===== src/rtl/dram_emu_pkg.sv =====
package dram_emu_pkg;

  typedef struct packed {
    logic ras;
    logic cas;
    logic we;
    logic oe;
  } strobe_t;

  localparam strobe_t STROBE_IDLE = '{ras: 1'b1, cas: 1'b1, we: 1'b1, oe: 1'b1};

  function automatic int unsigned max_w(int unsigned a, int unsigned b);
    return (a > b) ? a : b;
  endfunction

endpackage


===== src/rtl/dram_emu_sampler.sv =====
module dram_emu_sampler
  import dram_emu_pkg::*;
#(
  parameter int ADDR_W = 3,
  parameter int DQ_W   = 4
) (
  input  logic              clk,
  input  logic              rst_n,
  input  strobe_t           pins,
  input  logic [ADDR_W-1:0] addr,
  input  logic [DQ_W-1:0]   din,
  output strobe_t           now,
  output logic [ADDR_W-1:0] addr_q,
  output logic [DQ_W-1:0]   din_q,
  output logic              ras_fall,
  output logic              ras_rise,
  output logic              cas_fall,
  output logic              we_fall
);

  strobe_t prev;

  always_ff @(posedge clk) begin
    if (!rst_n) begin
      now    <= STROBE_IDLE;
      prev   <= STROBE_IDLE;
      addr_q <= '0;
      din_q  <= '0;
    end else begin
      now    <= pins;
      prev   <= now;
      addr_q <= addr;
      din_q  <= din;
    end
  end

  assign ras_fall = prev.ras & ~now.ras;
  assign ras_rise = ~prev.ras & now.ras;
  assign cas_fall = prev.cas & ~now.cas;
  assign we_fall  = prev.we & ~now.we;

endmodule


===== src/rtl/dram_emu_ctrl.sv =====
module dram_emu_ctrl
  import dram_emu_pkg::*;
#(
  parameter int ROW_W  = 3,
  parameter int COL_W  = 3,
  parameter int ADDR_W = 3,
  parameter int CNT_W  = 8,
  localparam int IDX_W = ROW_W + COL_W
) (
  input  logic              clk,
  input  logic              rst_n,
  input  strobe_t           now,
  input  logic [ADDR_W-1:0] addr_q,
  input  logic              ras_fall,
  input  logic              ras_rise,
  input  logic              cas_fall,
  input  logic              we_fall,
  output logic              wr_en,
  output logic              late_wr,
  output logic [IDX_W-1:0]  wr_idx,
  output logic [IDX_W-1:0]  rd_idx,
  output logic              rd_valid,
  output logic              early_cyc,
  output logic              cbr_act,
  output logic [CNT_W-1:0]  cnt_ras,
  output logic [CNT_W-1:0]  cnt_cbr
);

  logic             active;
  logic             cas_seen;
  logic             wrote;
  logic [ROW_W-1:0] row_r;
  logic [COL_W-1:0] col_r;
  logic             early_wr;

  assign early_wr = active & cas_fall & ~now.we;
  assign late_wr  = active & ~now.cas & ~cas_fall & we_fall & ~wrote
                    & ~early_cyc & now.oe;
  assign wr_en    = early_wr | late_wr;
  assign wr_idx   = cas_fall ? {row_r, addr_q[COL_W-1:0]} : {row_r, col_r};
  assign rd_idx   = {row_r, col_r};

  always_ff @(posedge clk) begin
    if (!rst_n) begin
      active    <= 1'b0;
      cas_seen  <= 1'b0;
      wrote     <= 1'b0;
      early_cyc <= 1'b0;
      rd_valid  <= 1'b0;
      cbr_act   <= 1'b0;
      row_r     <= '0;
      col_r     <= '0;
      cnt_ras   <= '0;
      cnt_cbr   <= '0;
    end else begin
      // row strobe edges
      if (ras_fall) begin
        if (!now.cas) begin
          cbr_act <= 1'b1;
          cnt_cbr <= cnt_cbr + 1'b1;
        end else begin
          active   <= 1'b1;
          cas_seen <= 1'b0;
          row_r    <= addr_q[ROW_W-1:0];
        end
      end
      if (ras_rise) begin
        if (active && !cas_seen) cnt_ras <= cnt_ras + 1'b1;
        active  <= 1'b0;
        cbr_act <= 1'b0;
      end
      // column cycle start
      if (active && cas_fall) begin
        col_r     <= addr_q[COL_W-1:0];
        cas_seen  <= 1'b1;
        early_cyc <= ~now.we;
        wrote     <= ~now.we;
        rd_valid  <= now.we;
      end
      // late write commits and ends the read
      if (late_wr) begin
        wrote    <= 1'b1;
        rd_valid <= 1'b0;
      end
      // both strobes high ends any held data
      if (now.ras && now.cas) begin
        rd_valid  <= 1'b0;
        early_cyc <= 1'b0;
      end
    end
  end

endmodule


===== src/rtl/dram_emu_array.sv =====
module dram_emu_array #(
  parameter int IDX_W = 6,
  parameter int DQ_W  = 4,
  localparam int DEPTH = 1 << IDX_W
) (
  input  logic             clk,
  input  logic             wr_en,
  input  logic [IDX_W-1:0] wr_idx,
  input  logic [DQ_W-1:0]  wr_data,
  input  logic [IDX_W-1:0] rd_idx,
  output logic [DQ_W-1:0]  rd_data
);

  logic [DQ_W-1:0] cells [DEPTH];

  always_ff @(posedge clk) begin
    if (wr_en) cells[wr_idx] <= wr_data;
  end

  assign rd_data = cells[rd_idx];

endmodule


===== src/rtl/dram_emu.sv =====
module dram_emu
  import dram_emu_pkg::*;
#(
  parameter int ROW_W = 3,
  parameter int COL_W = 3,
  parameter int DQ_W  = 4,
  parameter int CNT_W = 8,
  localparam int ADDR_W = max_w(ROW_W, COL_W),
  localparam int IDX_W  = ROW_W + COL_W
) (
  input  logic              clk,
  input  logic              rst_n,
  input  logic              ras_n,
  input  logic              cas_n,
  input  logic              we_n,
  input  logic              oe_n,
  input  logic [ADDR_W-1:0] addr,
  input  logic [DQ_W-1:0]   dq_in,
  output logic [DQ_W-1:0]   dq_out,
  output logic              dq_oe,
  output logic [CNT_W-1:0]  rfsh_ras_cnt,
  output logic [CNT_W-1:0]  rfsh_cbr_cnt
);

  strobe_t           pins;
  strobe_t           smp_now;
  logic [ADDR_W-1:0] addr_q;
  logic [DQ_W-1:0]   din_q;
  logic              ras_fall, ras_rise, cas_fall, we_fall;
  logic              wr_en, late_wr, rd_valid, early_cyc, cbr_act;
  logic [IDX_W-1:0]  wr_idx, rd_idx;
  logic [DQ_W-1:0]   rd_data;

  assign pins = '{ras: ras_n, cas: cas_n, we: we_n, oe: oe_n};

  dram_emu_sampler #(.ADDR_W(ADDR_W), .DQ_W(DQ_W)) u_smp (
    .clk(clk), .rst_n(rst_n), .pins(pins), .addr(addr), .din(dq_in),
    .now(smp_now), .addr_q(addr_q), .din_q(din_q),
    .ras_fall(ras_fall), .ras_rise(ras_rise), .cas_fall(cas_fall),
    .we_fall(we_fall)
  );

  dram_emu_ctrl #(.ROW_W(ROW_W), .COL_W(COL_W), .ADDR_W(ADDR_W),
                  .CNT_W(CNT_W)) u_ctrl (
    .clk(clk), .rst_n(rst_n), .now(smp_now), .addr_q(addr_q),
    .ras_fall(ras_fall), .ras_rise(ras_rise), .cas_fall(cas_fall),
    .we_fall(we_fall), .wr_en(wr_en), .late_wr(late_wr),
    .wr_idx(wr_idx), .rd_idx(rd_idx), .rd_valid(rd_valid),
    .early_cyc(early_cyc), .cbr_act(cbr_act),
    .cnt_ras(rfsh_ras_cnt), .cnt_cbr(rfsh_cbr_cnt)
  );

  dram_emu_array #(.IDX_W(IDX_W), .DQ_W(DQ_W)) u_arr (
    .clk(clk), .wr_en(wr_en), .wr_idx(wr_idx), .wr_data(din_q),
    .rd_idx(rd_idx), .rd_data(rd_data)
  );

  assign dq_oe  = rd_valid & ~smp_now.oe;
  assign dq_out = rd_valid ? rd_data : '0;

endmodule


===== config.mk =====
export PLATFORM = sky130hd
export DESIGN_NAME = dram_emu
export DESIGN_NICKNAME = d
export VERILOG_FILES = /design/src/rtl/dram_emu_pkg.sv /design/src/rtl/dram_emu_sampler.sv /design/src/rtl/dram_emu_ctrl.sv /design/src/rtl/dram_emu_array.sv /design/src/rtl/dram_emu.sv
export SDC_FILE = /design/constraint.sdc
export NUM_CORES = 1
export LEC_CHECK = 0
export ABC_CLOCK_PERIOD_IN_PS = 2600
export BUFFER_PORTS_ARGS = -buffer_cell sky130_fd_sc_hd__buf_2
export CAP_MARGIN = 30
export CELL_PAD_IN_SITES_DETAIL_PLACEMENT = 1
export CELL_PAD_IN_SITES_GLOBAL_PLACEMENT = 1
export CORE_MARGIN = 5
export CORE_UTILIZATION = 50
export CTS_CLUSTER_DIAMETER = 40
export DETAILED_ROUTE_END_ITERATION = 10
export GPL_TIMING_DRIVEN = 0
export PLACE_DENSITY_LB_ADDON = 0.1
export SLEW_MARGIN = 30
export SYNTH_ARGS = -nofsm -noshare
export SYNTH_HDL_FRONTEND = slang
export SYNTH_HIERARCHICAL = 1
export SYNTH_SLANG_ARGS = --single-unit

===== constraint.sdc =====
create_clock -name clk -period 2.6 [get_ports clk]
set_input_delay 0.26 -clock clk [delete_from_list [all_inputs] [get_ports clk]]
set_output_delay 0.26 -clock clk [all_outputs]
set_load 0.05 [all_outputs]

==> results.ini <==
[sta]
fin_crit_ps=3040
grt_setup_unrepaired=true
fmax_mhz=329
setup_tns_ps=-1650
worst_slack_ps=-440
finClkSkew_ps=19.1
relSlewSlack=0.382
setup_viol=4
hold_viol=0
worst_slew_pin_slew_ps=927
worst_hold_slack_ps=52.9
fin_crit_sh=1.17
slew_violations=0

[drt]
detail_route.vias_per_cell=6.02
wl_per_cell_um=27.3
wl_mm=31.3
vias=6906
drc=0
drtIter0Drc=660
postRouteAntennaNets=0
dr.pass1.iters=5

[clocking]
cts_buffers=40
numClockSinks=297
cts_buffer_depth=3
clk_latency_ps=520
cts_tree=yes
root_buffer=clkbuf_16
htreeDepth=2
clk_pin_slew_worst_paths_ps=50

[min_path]
hold_path.startpoint=rst_n
min_path_cells=2
hold_path.class=in2reg
holdPathEnd=u_smp/prev[1]$_SDFF_PN1_

[floorplan]
core.rowCount=56
die_width_um=165
dieArea_mm2=0.0272
start_util=0.510
ios=34
fp.dieH_um=165
coreArea_mm2=0.0235

[grt]
overflow=0
gr-usage-met3=0.0409
grt_pass1_wl_mm=46.3
grtUsageMet2=0.388
top_usage_layer=met2
grt_pass1_vias=7419
use_met1=0.310
antenna_found_initial=0
grt_max_degree=65
track_usage=0.233

[yosys]
synth_nets=710
synth_cells=695
ys_warn_count=6
syn_area_per_cell_um2=17.3
netlist_area_mm2=0.0120

[finish]
fin_util=0.631
area_delta_synth_final_pct=23.7
final_nets=815
drive_above_1_share=0.379
final_cell_area_mm2=0.0149
n_antenna_cell=0
stdcell_count=1147
fillers=2071

[worst_setup_path]
r2r_setup_slack_ps=20
r2r_start=u_smp/now[2]$_SDFF_PN1_
reg2regPathDepth=8
start_kind=flop
cp.arrival_ps=2780
required_ps=2340
worst_r2r_endpoint=u_arr/cells[24][0]$_DFFE_PP_
endpoint_kind=primary output
worstPathMaxFanout=7
worstSetupPathType=reg2out

[placement]
placement.setup.worst_slack_ps=-553
post-place-cells=1047
place.gp.congestion=0.841
port_buffers=33
dp_hpwl_mm=19.1
dpl_cell_area_mm2=0.0126

[outcome]
status=finished, violations left
violations=setup timing

[power_and_ir_drop]
irDropWorstVdd_mv=0.592
leakage_nw=4.78
power_density_mw_per_mm2=729
p_total_mw=10.8

[job]
cap_violations=0

==> worst max-delay path: stages (launching register included) <==
cell and delay, ps:
dfxtp_4 360, buf_12 140, buf_12 140, buf_4 130
mux4_2 540, o22ai_2 170, a211oi_1 100, a221o_1 370
and2_4 180, buf_6 150
==> placed cells by master (no fill, tap or decap), types with 5 or more instances in the layout <==
master and count:
edfxtp_1 256, mux4_2 57, clkbuf_16 42, nor2_4 35, dfxtp_1 35, buf_2 32, nor2_2 26, buf_4 25
a21oi_1 24, nand2_1 23, nor2_1 21, nand2b_1 15, clkbuf_1 12, nand3_1 12, dlygate4sd3_1 11, and2_1 9
buf_6 9, buf_12 9, mux4_1 8, or3_1 8, inv_1 7, nor2b_1 7, clkinv_2 6, clkinv_4 6
o221ai_1 6, o21ai_0 6, bufinv_16 5, clkinvlp_4 5, nand3b_1 5, dfxtp_4 5
==> worst max-delay path by stage <==
stage | to | slack, ps | depth (start not counted) | start
2_1_floorplan | dq_out[0] | 280 | 8 | u_ctrl/col_r[0]$_SDFFE_PN0P_
3_3_place_gp | u_arr/cells[6][0]$_DFFE_PP_ | -450 | 7 | u_smp/now[2]$_SDFF_PN1_
3_5_place_dp | u_arr/cells[22][0]$_DFFE_PP_ | -550 | 7 | u_smp/prev[2]$_SDFF_PN1_
4_1_cts | dq_out[0] | -470 | 9 | u_ctrl/col_r[0]$_SDFFE_PN0P_
5_1_grt | dq_out[2] | -520 | 9 | u_ctrl/col_r[0]$_SDFFE_PN0P_
6_report | dq_out[2] | -440 | 9 | u_ctrl/col_r[0]$_SDFFE_PN0P_
==> repair_timing <==
action	in CTS	in global routing
gates cloned	1	1
setup buffers	10	11
endpoints found under the setup margin	240	236
resized for setup	141	51
pin swaps	6	9
hold buffers	11	0
endpoints found under the hold margin	11	0
==> power by group <==
group	switching [mW]	leakage (nW)	internal [mW]
clock	1.98	0.636	3.38
sequential	0.0745	2.67	5.19
combinational	0.124	1.47	0.0886
total	2.18	4.78	8.66
==> routing by layer <==
metal	up-vias	share of wire
met4	0	0.032
met1	3634	0.40
li1	2966	-
met2	239	0.50
met3	67	0.062
met5	-	0
==> registers in the layout, summed over array words and instances (netlist names) <==
| register | cells |
|---|---|
| u_arr/cells | 256 |
| u_ctrl/active | 1 |
| u_ctrl/cas_seen | 1 |
| u_ctrl/cnt_cbr | 8 |
| u_ctrl/cnt_ras | 8 |
| u_ctrl/col_r | 3 |
| u_ctrl/early_cyc | 1 |
| u_ctrl/rd_valid | 1 |
| u_ctrl/row_r | 3 |
| u_ctrl/wrote | 1 |
| u_smp/addr_q | 3 |
| u_smp/din_q | 4 |
| u_smp/now | 4 |
| u_smp/prev | 3 |
==> layout make-up <==
type                            instances  area, µm²  area share
Clock buffer                           45       1040      0.0701
Timing Repair Buffer                   66        517      0.0348
Inverter                                8       33.8     0.00227
Buffer                                 33        312      0.0210
Tap cell                              319        399      0.0269
Clock inverter                         25        278      0.0187
Sequential cell                       297       8530       0.574
Multi-Input combinational cell        354       3750       0.252
No activity file was read; power rests on OpenSTA's default activity.
